==> src/rtl/prs_pkg.sv <==
package prs_pkg;

   typedef enum logic [2:0] {
      ST_IDLE,
      ST_SETUP,
      ST_PULSE,
      ST_HOLD,
      ST_VRFY,
      ST_CMP
   } prs_state_e;

   // Convert a wait in ns to clock cycles, rounding up, never below one.
   function automatic int unsigned ns_to_cyc(input int unsigned ns,
                                             input int unsigned mhz);
      longint unsigned prod;
      longint unsigned cyc;
      prod = longint'(ns) * longint'(mhz);
      cyc  = (prod + 64'd999) / 64'd1000;
      if (cyc == 0) cyc = 1;
      return int'(cyc);
   endfunction

endpackage

==> src/rtl/prs_timer.sv <==
module prs_timer #(
   parameter int CNT_W = 8
) (
   input  logic             clk,
   input  logic             rst_n,
   input  logic             load,
   input  logic [CNT_W-1:0] load_val,
   output logic             expired
);

   logic [CNT_W-1:0] cnt_q;

   always_ff @(posedge clk or negedge rst_n) begin
      if (!rst_n) begin
         cnt_q <= '0;
      end else if (load) begin
         cnt_q <= load_val;
      end else if (cnt_q != '0) begin
         cnt_q <= cnt_q - 1'b1;
      end
   end

   assign expired = (cnt_q == '0);

endmodule

==> src/rtl/prs_retry.sv <==
module prs_retry #(
   parameter int MAX_TRY = 25,
   parameter int TRY_W   = 5
) (
   input  logic             clk,
   input  logic             rst_n,
   input  logic             clr,
   input  logic             inc,
   output logic [TRY_W-1:0] tries,
   output logic             at_limit
);

   logic [TRY_W-1:0] tries_q;

   always_ff @(posedge clk or negedge rst_n) begin
      if (!rst_n) begin
         tries_q <= '0;
      end else if (clr) begin
         tries_q <= '0;
      end else if (inc && (tries_q != TRY_W'(MAX_TRY))) begin
         tries_q <= tries_q + 1'b1;
      end
   end

   assign tries    = tries_q;
   assign at_limit = (tries_q == TRY_W'(MAX_TRY));

endmodule

==> src/rtl/prs_addr.sv <==
module prs_addr #(
   parameter int ADDR_W = 16,
   parameter int DEPTH  = 65536
) (
   input  logic              clk,
   input  logic              rst_n,
   input  logic              clr,
   input  logic              step,
   output logic [ADDR_W-1:0] addr,
   output logic              is_last
);

   localparam longint FULL = longint'(1) << ADDR_W;

   logic [ADDR_W-1:0] addr_q;

   always_ff @(posedge clk or negedge rst_n) begin
      if (!rst_n) begin
         addr_q <= '0;
      end else if (clr) begin
         addr_q <= '0;
      end else if (step) begin
         addr_q <= addr_q + 1'b1;
      end
   end

   generate
      if (longint'(DEPTH) == FULL) begin : g_full_span
         assign is_last = &addr_q;
      end else begin : g_part_span
         assign is_last = (addr_q == ADDR_W'(DEPTH - 1));
      end
   endgenerate

   assign addr = addr_q;

endmodule

==> src/rtl/prog_retry_seq.sv <==
module prog_retry_seq
   import prs_pkg::*;
#(
   parameter int ADDR_W   = 16,
   parameter int DEPTH    = 65536,
   parameter int DATA_W   = 8,
   parameter int MAX_TRY  = 25,
   parameter int CLK_MHZ  = 50,
   parameter int PULSE_NS = 100000,
   parameter int SETUP_NS = 2000,
   parameter int HOLD_NS  = 2000,
   parameter int VRFY_NS  = 2000,
   parameter int READ_NS  = 200
) (
   input  logic              clk,
   input  logic              rst_n,
   input  logic              start,
   input  logic [DATA_W-1:0] src_data,
   input  logic [DATA_W-1:0] prom_q,
   output logic [ADDR_W-1:0] src_addr,
   output logic [ADDR_W-1:0] prom_addr,
   output logic [DATA_W-1:0] prom_d,
   output logic              prom_d_oe,
   output logic              prom_ce_n,
   output logic              prom_oe_n,
   output logic              prom_vpp_en,
   output logic              busy,
   output logic              done,
   output logic              pass,
   output logic [ADDR_W-1:0] fail_addr
);

   localparam int unsigned PULSE_CYC = ns_to_cyc(PULSE_NS, CLK_MHZ);
   localparam int unsigned SETUP_CYC = ns_to_cyc(SETUP_NS, CLK_MHZ);
   localparam int unsigned HOLD_CYC  = ns_to_cyc(HOLD_NS,  CLK_MHZ);
   localparam int unsigned VRFY_CYC  = ns_to_cyc(VRFY_NS,  CLK_MHZ);
   localparam int unsigned READ_CYC  = ns_to_cyc(READ_NS,  CLK_MHZ);
   localparam int unsigned MAX_A     = (PULSE_CYC > SETUP_CYC) ? PULSE_CYC : SETUP_CYC;
   localparam int unsigned MAX_B     = (HOLD_CYC  > VRFY_CYC)  ? HOLD_CYC  : VRFY_CYC;
   localparam int unsigned MAX_C     = (MAX_A > MAX_B) ? MAX_A : MAX_B;
   localparam int unsigned MAX_CYC   = (MAX_C > READ_CYC) ? MAX_C : READ_CYC;
   localparam int          CNT_W     = $clog2(MAX_CYC + 1);
   localparam int          TRY_W     = $clog2(MAX_TRY + 1);

   // elaboration-time parameter checks
   generate
      if (ADDR_W < 1 || ADDR_W > 30) begin : g_bad_addr_w
         $error("prog_retry_seq: ADDR_W out of range");
      end
      if (DEPTH < 1 || longint'(DEPTH) > (longint'(1) << ADDR_W)) begin : g_bad_depth
         $error("prog_retry_seq: DEPTH does not fit ADDR_W");
      end
      if (DATA_W < 1) begin : g_bad_data_w
         $error("prog_retry_seq: DATA_W must be positive");
      end
      if (MAX_TRY < 1) begin : g_bad_try
         $error("prog_retry_seq: MAX_TRY must be positive");
      end
      if (CLK_MHZ < 1) begin : g_bad_clk
         $error("prog_retry_seq: CLK_MHZ must be positive");
      end
   endgenerate

   prs_state_e         st_q, st_d;
   logic               t_load;
   logic [CNT_W-1:0]   t_val;
   logic               t_exp;
   logic               try_clr, try_inc, try_lim;
   logic [TRY_W-1:0]   tries;
   logic               a_clr, a_step, a_last;
   logic [ADDR_W-1:0]  addr;
   logic               go, fin_ok, fin_bad;
   logic               byte_ok;
   logic               done_q, pass_q;
   logic [ADDR_W-1:0]  fail_q;

   prs_timer #(.CNT_W(CNT_W)) u_timer (
      .clk      (clk),
      .rst_n    (rst_n),
      .load     (t_load),
      .load_val (t_val),
      .expired  (t_exp)
   );

   prs_retry #(.MAX_TRY(MAX_TRY), .TRY_W(TRY_W)) u_retry (
      .clk      (clk),
      .rst_n    (rst_n),
      .clr      (try_clr),
      .inc      (try_inc),
      .tries    (tries),
      .at_limit (try_lim)
   );

   prs_addr #(.ADDR_W(ADDR_W), .DEPTH(DEPTH)) u_addr (
      .clk     (clk),
      .rst_n   (rst_n),
      .clr     (a_clr),
      .step    (a_step),
      .addr    (addr),
      .is_last (a_last)
   );

   assign byte_ok = (prom_q == src_data);

   always_comb begin
      st_d    = st_q;
      t_load  = 1'b0;
      t_val   = '0;
      try_clr = 1'b0;
      try_inc = 1'b0;
      a_clr   = 1'b0;
      a_step  = 1'b0;
      go      = 1'b0;
      fin_ok  = 1'b0;
      fin_bad = 1'b0;
      unique case (st_q)
         ST_IDLE: begin
            if (start) begin
               go      = 1'b1;
               a_clr   = 1'b1;
               try_clr = 1'b1;
               t_load  = 1'b1;
               t_val   = CNT_W'(SETUP_CYC - 1);
               st_d    = ST_SETUP;
            end
         end
         ST_SETUP: begin
            if (t_exp) begin
               t_load = 1'b1;
               t_val  = CNT_W'(PULSE_CYC - 1);
               st_d   = ST_PULSE;
            end
         end
         ST_PULSE: begin
            if (t_exp) begin
               try_inc = 1'b1;
               t_load  = 1'b1;
               t_val   = CNT_W'(HOLD_CYC - 1);
               st_d    = ST_HOLD;
            end
         end
         ST_HOLD: begin
            if (t_exp) begin
               t_load = 1'b1;
               t_val  = CNT_W'(VRFY_CYC - 1);
               st_d   = ST_VRFY;
            end
         end
         ST_VRFY: begin
            if (t_exp) begin
               if (byte_ok) begin
                  try_clr = 1'b1;
                  t_load  = 1'b1;
                  if (a_last) begin
                     a_clr = 1'b1;
                     t_val = CNT_W'(READ_CYC - 1);
                     st_d  = ST_CMP;
                  end else begin
                     a_step = 1'b1;
                     t_val  = CNT_W'(SETUP_CYC - 1);
                     st_d   = ST_SETUP;
                  end
               end else if (try_lim) begin
                  fin_bad = 1'b1;
                  st_d    = ST_IDLE;
               end else begin
                  t_load = 1'b1;
                  t_val  = CNT_W'(SETUP_CYC - 1);
                  st_d   = ST_SETUP;
               end
            end
         end
         ST_CMP: begin
            if (t_exp) begin
               if (!byte_ok) begin
                  fin_bad = 1'b1;
                  st_d    = ST_IDLE;
               end else if (a_last) begin
                  fin_ok = 1'b1;
                  st_d   = ST_IDLE;
               end else begin
                  a_step = 1'b1;
                  t_load = 1'b1;
                  t_val  = CNT_W'(READ_CYC - 1);
               end
            end
         end
         default: st_d = ST_IDLE;
      endcase
   end

   always_ff @(posedge clk or negedge rst_n) begin
      if (!rst_n) begin
         st_q   <= ST_IDLE;
         done_q <= 1'b0;
         pass_q <= 1'b0;
         fail_q <= '0;
      end else begin
         st_q <= st_d;
         if (go) begin
            done_q <= 1'b0;
            pass_q <= 1'b0;
            fail_q <= '0;
         end else if (fin_ok) begin
            done_q <= 1'b1;
            pass_q <= 1'b1;
         end else if (fin_bad) begin
            done_q <= 1'b1;
            pass_q <= 1'b0;
            fail_q <= addr;
         end
      end
   end

   // pin levels decoded straight from the phase register
   assign prom_vpp_en = (st_q == ST_SETUP) || (st_q == ST_PULSE) || (st_q == ST_HOLD);
   assign prom_d_oe   = prom_vpp_en;
   assign prom_ce_n   = !((st_q == ST_PULSE) || (st_q == ST_VRFY) || (st_q == ST_CMP));
   assign prom_oe_n   = !((st_q == ST_VRFY) || (st_q == ST_CMP));
   assign prom_addr   = addr;
   assign src_addr    = addr;
   assign prom_d      = src_data;
   assign busy        = (st_q != ST_IDLE);
   assign done        = done_q;
   assign pass        = pass_q;
   assign fail_addr   = fail_q;

endmodule

==> config.mk <==
export PLATFORM = sky130hd
export DESIGN_NAME = prog_retry_seq
export DESIGN_NICKNAME = d
export VERILOG_FILES = /design/src/rtl/prs_pkg.sv /design/src/rtl/prs_timer.sv /design/src/rtl/prs_retry.sv /design/src/rtl/prs_addr.sv /design/src/rtl/prog_retry_seq.sv
export SDC_FILE = /design/constraint.sdc
export NUM_CORES = 1
export LEC_CHECK = 0
export ABC_AREA = 1
export BUFFER_PORTS_ARGS = -buffer_cell sky130_fd_sc_hd__buf_2
export CAP_MARGIN = 20
export CELL_PAD_IN_SITES_DETAIL_PLACEMENT = 1
export CELL_PAD_IN_SITES_GLOBAL_PLACEMENT = 2
export CORE_ASPECT_RATIO = 1.4
export CORE_UTILIZATION = 30
export CTS_CLUSTER_DIAMETER = 30
export CTS_CLUSTER_SIZE = 20
export DETAILED_ROUTE_END_ITERATION = 8
export GPL_TIMING_DRIVEN = 0
export MAX_ROUTING_LAYER = met4
export PLACE_DENSITY_LB_ADDON = 0.08
export SLEW_MARGIN = 20
export SYNTH_ARGS = -nofsm -noshare
export SYNTH_HDL_FRONTEND = slang
export SYNTH_SLANG_ARGS = --single-unit
==> constraint.sdc <==
create_clock -name clk -period 2.6 [get_ports clk]
set_input_delay 0.52 -clock clk [delete_from_list [all_inputs] [get_ports clk]]
set_output_delay 0.52 -clock clk [all_outputs]
set_load 0.1 [all_outputs]
== Word level (Yosys, flattened, before mapping) ==
Index checks and enable logic that the tools add are counted.
Word-level totals
  input port bits: 19
  bits in registers: 55
  output and inout bits: 63
  word-level logic and storage cells: 113
Cells by class
  reduce and logical (&&, ||, !) cells: 23
  add/subtract/negate cells: 3
  equality and inequality tests: 16
  muxes and demuxes: 64
Operators with widths (count)
  two-way mux 16 bit: 5
  two-way mux 13 bit: 5
  one-hot mux 13 bit (5 select lines): 1
  two-way mux 3 bit: 10
  two-way mux 1 bit: 29
  two-way mux 7 bit: 4
  one-hot mux 3 bit (6 select lines): 1
  adder 16 x 1 -> 16 bit, second input constant: 1
  AND reduction 16 bit: 1
  != test 2 bit, second input constant: 7
  logical NOT 13 bit: 1
  nonzero test 13 bit: 1
  subtractor 13 x 1 -> 13 bit, second input constant: 1
  two-way mux 4 bit: 3
  two-way mux 5 bit: 2
  equality test 8 bit: 1
  nonzero test 2 bit: 4
  AND reduction 7 bit: 1
  equality test 3 x 2 -> 1 bit, second input constant: 2
  equality test 3 bit, second input constant: 2
  one-hot mux 1 bit (2 select lines): 3
  nonzero test 3 bit: 2
  adder 5 x 1 -> 5 bit, second input constant: 1
  equality test 5 bit, second input constant: 1
  other kinds (11): 17

== Depth between registers and ports, before layout ==
Gate-level depths: netlist of run 1.
  word-level depth: 8
  mapped depth: 14
  depth with buffers taken out: 14

== By module ==
From an unflattened synthesis of run 1, not the netlist that was laid out.
Second synthesis, totals
  cell total of the unflattened synthesis: 546
  area, all modules: 3738.6 µm²
Modules (own cells, without submodules)
  prog_retry_seq: instances 1, seq. area each 525.5 µm², cells each 242, area each 1576.5 µm²
  prs_addr: instances 1, seq. area each 400.4 µm², cells each 124, area each 918.4 µm²
  prs_timer: instances 1, seq. area each 325.3 µm², cells each 135, area each 910.9 µm²
  prs_retry: instances 1, seq. area each 125.1 µm², cells each 45, area each 332.8 µm²

== Worst setup path after synthesis of run 1 ==
OpenSTA, ideal clock, no wires.
  path type: flip-flop to output port
  start point: reg st_q[1]
  end point: out prom_vpp_en
  setup slack: -0.201 ns
  required time: 2.080 ns
  arrival: 2.281 ns
  cell stages (with the launch flop): 4
  cell sequence: dfrtp_1 > nor2_1 > nor2_1 > buf_4
On the way
  cells in the longest elaborated chain, start to end: 3
  elaborated cells between the ends (all ways): 5
  those cells by class: eq/ne (3); reduce/logical (2)
Ends and longest elaborated chain
  start: declaration: RTL line prog_retry_seq.sv:64  | prs_state_e st_q, st_d;
  start signal: assignment: RTL line prog_retry_seq.sv:199  | st_q <= st_d;
  equality test 3 x 1 -> 1 bit / equality test 3 x 2 -> 1 bit (equally long branches): RTL line prog_retry_seq.sv:216  | assign prom_vpp_en = (st_q == ST_SETUP) || (st_q == ST_PULSE) || (st_q == ST_HOLD);
  logical OR 1 bit: RTL line prog_retry_seq.sv:216
  logical OR 1 bit (*): RTL line prog_retry_seq.sv:216
  end: declaration: RTL line prog_retry_seq.sv:26  | output logic prom_vpp_en,
Every way passes the cells marked *; elsewhere a longest branch is shown, timed or not.

== Worst setup path after layout of run 1 ==
  start point: reg u_timer.cnt_q[0]
  end point: reg u_addr.addr_q[9] (netlist: u_addr.addr[9])
On the way
  cells in the longest elaborated chain, start to end: 4
  elaborated cells between the ends (all ways): 7
  those cells by class: mux (5); reduce/logical (2)
Ends and longest elaborated chain
  start: declaration: RTL line prs_timer.sv:11  | logic [CNT_W-1:0] cnt_q;
  start signal: assignment: RTL line prs_timer.sv:17  | cnt_q <= load_val;
  start signal: assignment: RTL line prs_timer.sv:19  | cnt_q <= cnt_q - 1'b1;
  logical NOT 13 bit (*): RTL line prs_timer.sv:23  | assign expired = (cnt_q == '0);
  two-way mux 1 bit
  one-hot mux 1 bit (2 select lines) / two-way mux 1 bit (equally long branches)
  two-way mux 16 bit / nonzero test 2 bit (equally long branches)
  end signal: assignment: RTL line prs_addr.sv:23  | addr_q <= addr_q + 1'b1;
  end: declaration: RTL line prs_addr.sv:15  | logic [ADDR_W-1:0] addr_q;
Marks and branches as above.
A chain may end at the register's enable or synchronous reset.

==> impl_metrics.toml, run 1 <==
[placed_design]
routabilityCongestion = 0.806
placement.setup.worst_slack_ps = 364
buffer_ports.inserted = 81
dpl.cell_count = 689
dp.final_hpwl_um = 8100

[setup_path]
timing.critical_path.cells = "inv_1 -> ha_1 -> nand3_1 -> nor2_4 -> nand3_4 -> clkinv_4 -> nand2_2 -> nor2_4 -> buf_6 -> nand4_1 -> nand2_1"
worstRegToRegCells = 11
worst-endpoint-arrival_ps = 2430
slowest_stage = "sky130_fd_sc_hd__dfrtp_1"
worst-r2r-setup-slack_ps = 420
crit_path_frequent_cell = "sky130_fd_sc_hd__nor2_4"
worst-endpoint-required_ps = 2850
critical_path_class = "register to register"
cp-start-kind = "register"
slowest_delay_ps = 380
end_kind = "register"
critical_path_peak_fanout = 10

[synth]
netlist_area_pre_place_um2 = 3520
syn_nets = 487
ys_ff_latch = 55
syn_avg_cell_area_um2 = 7.58
synth_seq_area_share_pct = 39.1
synth.lib_cells_used.distinct = 38
post_synth_inst_count = 464
ys.warnings.count = 0

[cells_and_area]
mostFrequentLayoutCell = "sky130_fd_sc_hd__nand2_1"
layoutNonFillerInstCount = 697
drive_above_1_share_pct = 28.6
synthToLayoutAreaGrowth_pct = 21.6
antenna_cells = 0
fill_cells = 1454
nets = 575
layout.core_utilization_pct = 37.5
layout.cells.most_common_list = "sky130_fd_sc_hd__nand2_1 (96), sky130_fd_sc_hd__buf_2 (81), sky130_fd_sc_hd__inv_1 (57)"

[sta]
transition_time_at_the_pin_with_the_least_slew_margin_ps = 745
report.final.hold_viol_count = 0
final_critical_path_setup_slack_ps = 417
timing.setup.tns_ps = 0
fin_worst_skew_ps = 6.33
remaining_max_slew_budget_at_the_tightest_pin_pct = 50.4
post-route-min-period_ps = 2180
achievable-frequency_ghz = 0.458
rsz0062_at_grt = "false"
setup-violations-final = 0
hold_slack_ps = 279
layout_worst_path_cycle_share_pct = 84.0
final-max-slew-violation-count = 0

[drt]
drt_pre_antenna_iters = 4
via_per_inst = 4.66
detailedRoute.firstIterationViolations = 105
avgRoutedWirePerCell_um = 15.0
total_wirelength_um = 10500
remaining_drc_errors = 0
num_vias = 3250
detail-route-antenna-nets = 0

[floorplanning]
design.die.area_um2 = 12200
floorplan.core_area_um2 = 11400
num_rows = 46
initial_standard_cell_utilization_of_the_core_pct = 30.9
die_h_um = 130
io_pins = 82
die_x_um = 93.5

[power]
p_leak_nw = 2.29
cellPowerDensity_nw_per_um2 = 1010
ir_worst_vdd_mv = 0.530

[cts]
cts.sinks = 55
ctsHtreeMaxLevel = 2
cts_root_buf = "sky130_fd_sc_hd__clkbuf_16"
post_cts_hold_buffer_count = 0
cts_tree = "built"
clock_input_transition_at_the_sequential_cells_of_the_worst_setup_and_hold_paths_ps = 80
cts.repair_timing.setup_buffer_count = 0
post_cts_resize_count = 0
clk_path_buf_depth = 2
clock_insertion_delay_worst_skew_ps = 300
cts_made_buffers = 5

[min_path]
hold_path_class = "input port to async pin"

[grt]
initial_antenna_violation_count = 0
track_usage_pct = 19.3
number_of_global_route_vias_before_repair = 3493
overflow = 0
grt_max_degree = 56
global_route_wire_length_before_repair_um = 17500

[run]
drv.max_cap_violation_count = 0

[status]
outcome = "finished, final reports clean"
[power breakdown]
group	internal (W)	switching [W]
Sequential	0.00107	0.000164
Clock	0.000456	0.000336
Combinational	0.000483	0.00182
[worst paths after layout]
kind | start | to
worst max-delay path | u_timer.cnt_q[0] | u_addr.addr[9]
worst min-delay path | rst_n | u_retry.tries[0]
worst max register to register | u_timer.cnt_q[0] | u_addr.addr[9]
worst min register to register | u_timer.cnt_q[1] | u_timer.cnt_q[1]
max in group asynchronous | rst_n | fail_addr[5]
min in group clk | u_timer.cnt_q[1] | u_timer.cnt_q[1]
[critical path: cells and delay by family, from the launching register on]
family | cells | cell delay, ps
and+or+nand+nor | 7 | 1110
buffers and inverters | 3 | 450
adders and majority gates | 1 | 190
DFF | 1 | 380
[sequential cells by signal (all words and copies together), names as in the netlist]
name and count:
done 1, fail_addr 16, pass 1, st_q 3, u_addr.addr 16, u_retry.tries 5, u_timer.cnt_q 13
[kinds of logic after synthesis]
group                      count (synthesis)  share of synthesized area [%]
adders and majority gates                  4                           1.42
DFF                                       55                           39.1
and+or+nand+nor                          239                           32.2
xor gates and xnor gates                  20                           4.98
AOI/OAI and AO/OA                         49                           8.01
buffers and inverters                     97                           14.3
[per-stage QoR]
stage | instance area, um2 | total power (W)
2_1_floorplan | 3520 | 0.00313
3_3_place_gp | 4100 | 0.00355
3_5_place_dp | 4110 | 0.00359
4_1_cts | 4280 | 0.00441
5_1_grt | 4280 | 0.00461
6_report | 4280 | 0.00433
[final cells by class]
cell class,count,area (um2),area share (%)
inverters,64,248,5.79
flip-flops and latches,55,1380,32.2
clock buffers,5,125,2.93
multi-input cells,312,1640,38.4
repair buffers,81,408,9.54
clock inverters,3,43.8,1.02
plain buffers,33,254,5.94
well taps,144,180,4.21
[synthesized netlist by cell type (all sizes together)]
| master | count | area [um2] |
|---|---|---|
| clkinv | 2 | 12.5 |
| a21oi | 16 | 87.6 |
| nand4 | 19 | 125 |
| ha | 4 | 50.1 |
| or2 | 1 | 6.26 |
| inv | 62 | 235 |
| clkbuf | 2 | 8.75 |
| buf | 31 | 245 |
| nor2b | 1 | 6.26 |
| dfrtp | 55 | 1380 |
| a22oi | 1 | 7.51 |
| nor3 | 9 | 56.3 |
| xnor2 | 3 | 26.3 |
| o21ai | 27 | 135 |
| nand3 | 39 | 218 |
| o31ai | 3 | 37.5 |
| a31oi | 1 | 6.26 |
| nand3b | 1 | 7.51 |
| nor2 | 65 | 297 |
| xor2 | 17 | 149 |
| nand2 | 104 | 415 |
| a211oi | 1 | 7.51 |
[routing by layer]
layer,track usage [%],wire (um)
met5,-,0
met4,7.42,221
met3,2.27,152
met2,35.9,5670
met1,20.7,4440
(Power assumes the default switching activity.)
==> run 2: changes to the inputs <==
==> constraint.sdc (replaced) <==
create_clock -name clk -period 2.2 [get_ports clk]
set_input_delay 0.44 -clock clk [delete_from_list [all_inputs] [get_ports clk]]
set_output_delay 0.44 -clock clk [all_outputs]
set_load 0.1 [all_outputs]
==> impl_metrics.toml, run 2 (synthesis gave the netlist of run 1 again) <==
[cts]
clock_input_transition_at_the_sequential_cells_of_the_worst_setup_and_hold_paths_ps = 70
clock_insertion_delay_worst_skew_ps = 300
cts_root_buf = "sky130_fd_sc_hd__clkbuf_16"
post_cts_hold_buffer_count = 0
cts_tree = "built"
cts.sinks = 55
ctsHtreeMaxLevel = 2
cts_made_buffers = 5
clk_path_buf_depth = 2

[placed_design]
dp.final_hpwl_um = 8130
buffer_ports.inserted = 81
placement.setup.worst_slack_ps = -9.56
routabilityCongestion = 0.839

[run]
drv.max_cap_violation_count = 0

[sta]
final-max-slew-violation-count = 0
post-route-min-period_ps = 2080
setup-violations-final = 0
report.final.hold_viol_count = 0
final_critical_path_setup_slack_ps = 117
hold_slack_ps = 194
layout_worst_path_cycle_share_pct = 94.7
timing.setup.tns_ps = 0
transition_time_at_the_pin_with_the_least_slew_margin_ps = 741
rsz0062_at_grt = "false"
achievable-frequency_ghz = 0.480
remaining_max_slew_budget_at_the_tightest_pin_pct = 50.6
fin_worst_skew_ps = 6.04

[setup_path]
worst-endpoint-required_ps = 1760
critical_path_peak_fanout = 7
critical_path_class = "register to output pin"
end_kind = "output pin"
worst-r2r-setup-slack_ps = 210
worst-endpoint-arrival_ps = 1640
cp-start-kind = "register"

[drt]
avgRoutedWirePerCell_um = 15.0
detailedRoute.firstIterationViolations = 95
total_wirelength_um = 10600
via_per_inst = 4.69
remaining_drc_errors = 0
drt_pre_antenna_iters = 4
detail-route-antenna-nets = 0
num_vias = 3309

[cells_and_area]
mostFrequentLayoutCell = "sky130_fd_sc_hd__nand2_1"
synthToLayoutAreaGrowth_pct = 25.0
antenna_cells = 0
layout.core_utilization_pct = 38.6
nets = 583
drive_above_1_share_pct = 33.2
layout.cells.most_common_list = "sky130_fd_sc_hd__nand2_1 (94), sky130_fd_sc_hd__buf_2 (81), sky130_fd_sc_hd__inv_1 (55)"

[power]
total_power_w = 0.00507
p_leak_nw = 2.30
cellPowerDensity_nw_per_um2 = 1150
ir_worst_vdd_mv = 0.518

[grt]
initial_antenna_violation_count = 0
number_of_global_route_vias_before_repair = 3474
overflow = 0
track_usage_pct = 19.3
grt_max_degree = 56
global_route_wire_length_before_repair_um = 17400

[floorplanning]
floorplan.core_area_um2 = 11400
die_x_um = 93.5
num_rows = 46
io_pins = 82
initial_standard_cell_utilization_of_the_core_pct = 30.9
design.die.area_um2 = 12200
die_h_um = 130

[status]
outcome = "finished, final reports clean"

[min_path]
hold_path_class = "input port to async pin"
[run 2: cell count changes in the layout (fill, tap and decap cells not counted), moves of 3 or more]
| cell | change |
|---|---|
| sky130_fd_sc_hd__dfrtp_2 | +12 |
| sky130_fd_sc_hd__buf_4 | +7 |
| sky130_fd_sc_hd__nor2_4 | +3 |
| sky130_fd_sc_hd__dfrtp_1 | -12 |
[run 2: worst paths after layout]
kind / cells past startpoint / startpoint / to
worst max-delay path: 6 / st_q[2] / prom_ce_n
worst min-delay path: 1 / rst_n / u_retry.tries[2]
worst max register to register: 10 / u_timer.cnt_q[0] / u_retry.tries[2]
worst min register to register: 2 / u_timer.cnt_q[1] / u_timer.cnt_q[1]
max in group asynchronous: 1 / rst_n / u_addr.addr[11]
min in group clk: 2 / u_timer.cnt_q[1] / u_timer.cnt_q[1]
[run 2: routing by layer]
metal	global-route usage, %	part of all wire (%)	vias up
li1	-	-	1645
met1	20.5	40	1614
met2	36.6	56	41
met4	5.07	1.2	0
met3	2.97	2.5	9
met5	-	0	-
[run 2: layout make-up]
class	instances	area (um2)
Clock inverter	2	12.5
Tap cell	144	180
Timing Repair Buffer	89	480
Inverter	64	254
Sequential cell	55	1390
Fill cell	1435	7000
Buffer	33	254
Multi-Input combinational cell	312	1690
Clock buffer	6	129
[run 2: power by group]
group	switching [W]	internal, W	total [W]
clock network	0.000394	0.000422	0.000816
registers	0.000194	0.00126	0.00146
logic	0.00219	0.000603	0.00279
total	0.00278	0.00229	0.00507
[run 2: stage by stage]
stage               cells  area [um2]
floorplan             464        3540
global placement      689        4130
detailed placement    689        4130
CTS                   699        4300
global route          705        4390
finish                705        4390
[run 2: critical path, cell delays in order, from the launching register on]
cell,delay (ps)
sky130_fd_sc_hd__dfrtp_1,480
sky130_fd_sc_hd__inv_2,150
sky130_fd_sc_hd__nor2_2,60
sky130_fd_sc_hd__inv_2,120
sky130_fd_sc_hd__nand2_1,70
sky130_fd_sc_hd__inv_1,40
sky130_fd_sc_hd__buf_2,410
[run 2: timing repair]
item,in CTS,in global routing
setup buffers,2,6
gates resized for setup,0,15
setup endpoints to repair,9,50
pin swaps,1,4
==> run 3: changes to the inputs <==
--- a/config.mk
+++ b/config.mk
@@ -17,7 +17,7 @@
 export DETAILED_ROUTE_END_ITERATION = 8
 export GPL_TIMING_DRIVEN = 0
 export MAX_ROUTING_LAYER = met4
-export PLACE_DENSITY_LB_ADDON = 0.08
+export PLACE_DENSITY = 0.79
 export SLEW_MARGIN = 20
 export SYNTH_ARGS = -nofsm -noshare
 export SYNTH_HDL_FRONTEND = slang
==> impl_metrics.toml, run 3 (synthesis gave the netlist of run 1 again) <==
[status]
outcome = "finished, final reports clean"

[cells_and_area]
fill_cells = 1439
mostFrequentLayoutCell = "sky130_fd_sc_hd__nand2_1"
nets = 582
layout.area.seq_um2 = 1390
synthToLayoutAreaGrowth_pct = 25.1
antenna_cells = 0
drive_above_1_share_pct = 32.3
layout.core_utilization_pct = 38.6
multiInputGateArea_um2 = 1680
layout.cells.most_common_list = "sky130_fd_sc_hd__nand2_1 (95), sky130_fd_sc_hd__buf_2 (81), sky130_fd_sc_hd__inv_1 (57)"

[cts]
ctsHtreeMaxLevel = 2
clock_input_transition_at_the_sequential_cells_of_the_worst_setup_and_hold_paths_ps = 80
cts_root_buf = "sky130_fd_sc_hd__clkbuf_16"
cts_made_buffers = 5
cts.sinks = 55
post_cts_hold_buffer_count = 0
clock_insertion_delay_worst_skew_ps = 300
clk_path_buf_depth = 2
cts_tree = "built"

[power]
p_sw_share_pct = 53.4
ir_worst_vdd_mv = 0.515
p_leak_nw = 2.32
seq_power_share_pct = 28.2
switching_power_w = 0.00275
power.internal_w = 0.00240
p_comb_share_pct = 53.5
cellPowerDensity_nw_per_um2 = 1170
power.share.clock_pct = 18.3

[sta]
achievable-frequency_ghz = 0.481
fin_worst_skew_ps = 9.32
final-max-slew-violation-count = 0
setup-violations-final = 0
transition_time_at_the_pin_with_the_least_slew_margin_ps = 745
rsz0062_at_grt = "true"
layout_worst_path_cycle_share_pct = 94.6
report.final.hold_viol_count = 0
hold_slack_ps = 186
remaining_max_slew_budget_at_the_tightest_pin_pct = 50.3
post-route-min-period_ps = 2080

[grt]
track_usage_pct = 17.9
grt_max_degree = 56
number_of_global_route_vias_before_repair = 3353
overflow = 0
global_route_wire_length_before_repair_um = 16400
initial_antenna_violation_count = 0

[floorplanning]
io_pins = 82
die_h_um = 130
design.die.area_um2 = 12200
die_x_um = 93.5
floorplan.core_area_um2 = 11400
num_rows = 46
initial_standard_cell_utilization_of_the_core_pct = 30.9

[placed_design]
dp.final_hpwl_um = 7680
buffer_ports.inserted = 81
routabilityCongestion = 0.787

[drt]
avgRoutedWirePerCell_um = 14.4
drt_pre_antenna_iters = 4
num_vias = 3279
via_per_inst = 4.66
total_wirelength_um = 10100
detail-route-antenna-nets = 0
detailedRoute.firstIterationViolations = 74
remaining_drc_errors = 0

[setup_path]
critical_path_class = "register to register"
worstPathBufferInverterCount = 3
end_kind = "register"
critical_path.top_delay_family = "simple AND/OR/NAND/NOR gates"
worst-endpoint-arrival_ps = 2280
cp-start-kind = "register"
critical_path_peak_fanout = 5
timing.critical_path.cells = "inv_1 -> ha_1 -> nand3_2 -> nor2_4 -> nand3_4 -> nor2_4 -> buf_4 -> nand3_1 -> nand2_1 -> inv_1 -> o21ai_1 -> nor2_1"
worst-endpoint-required_ps = 2400
slowest_stage = "sky130_fd_sc_hd__dfrtp_1"
slowest_delay_ps = 380

[run]
drv.max_cap_violation_count = 0

[min_path]
hold_path_class = "input port to async pin"
run 3: per-stage QoR:
stage	worst slack [ps]	instances	area, um2	total power (W)	setup TNS [ps]
final	120	704	4400	0.00515	0
after global routing	-20.6	704	4400	0.00547	-60.5
after CTS	58.4	698	4320	0.00520	0
after detailed placement	-7.84	689	4130	0.00423	-8.88
after global placement	23.5	689	4130	0.00418	0
after floorplan	29.6	464	3540	0.00372	0
run 3: final cells by class:
| class | count | area share [%] |
|---|---|---|
| multi-input combinational | 312 | 38.1 |
| sequential | 55 | 31.6 |
| timing repair buffer | 88 | 10.8 |
| buffer | 33 | 5.78 |
| inverter | 64 | 5.72 |
| tap | 144 | 4.10 |
| clock buffer | 5 | 2.84 |
| clock inverter | 3 | 1.08 |
run 3: power by group through the flow:
stage | combinational, W | clock, W | sequential (W)
6_report | 0.00276 | 0.000942 | 0.00145
5_1_grt | 0.00298 | 0.00100 | 0.00149
4_1_cts | 0.00276 | 0.000976 | 0.00146
3_5_place_dp | 0.00275 | 0 | 0.00148
3_3_place_gp | 0.00271 | 0 | 0.00147
2_1_floorplan | 0.00150 | 0 | 0.00222
run 3: worst reg2reg max path: cells and delay by family, from the launching register on:
| kind | cells | cell delay [ps] |
|---|---|---|
| AOI/OAI and AO/OA | 1 | 80 |
| adders and majority gates | 1 | 210 |
| buffers and inverters | 3 | 300 |
| DFF | 1 | 380 |
| and+or+nand+nor | 7 | 1000 |
run 3: what timing repair did:
item,4_1_cts,5_1_grt
resized for setup,0,7
setup buffers,1,6
pin swaps,1,3
endpoints found under the setup margin,10,49
run 3: path summary, 6_finish.rpt:
kind	start	depth (start not counted)	slack, ps	endpoint
min reg2reg	u_timer.cnt_q[1]	2	490	u_timer.cnt_q[1]
max reg2reg	u_timer.cnt_q[0]	12	120	u_timer.cnt_q[3]
max	u_timer.cnt_q[0]	12	120	u_timer.cnt_q[3]
min in group clk	u_timer.cnt_q[1]	2	490	u_timer.cnt_q[1]
min	rst_n	1	190	st_q[0]
max in group asynchronous	rst_n	1	1450	u_addr.addr[8]
run 3: per-layer routing:
metal | vias to the layer above | routed length, um | GRT usage, %
met4 | 0 | 141 | 5.07
met2 | 36 | 5520 | 33.3
li1 | 1643 | - | -
met3 | 10 | 165 | 1.92
met5 | - | 0 | -
met1 | 1590 | 4300 | 20.1
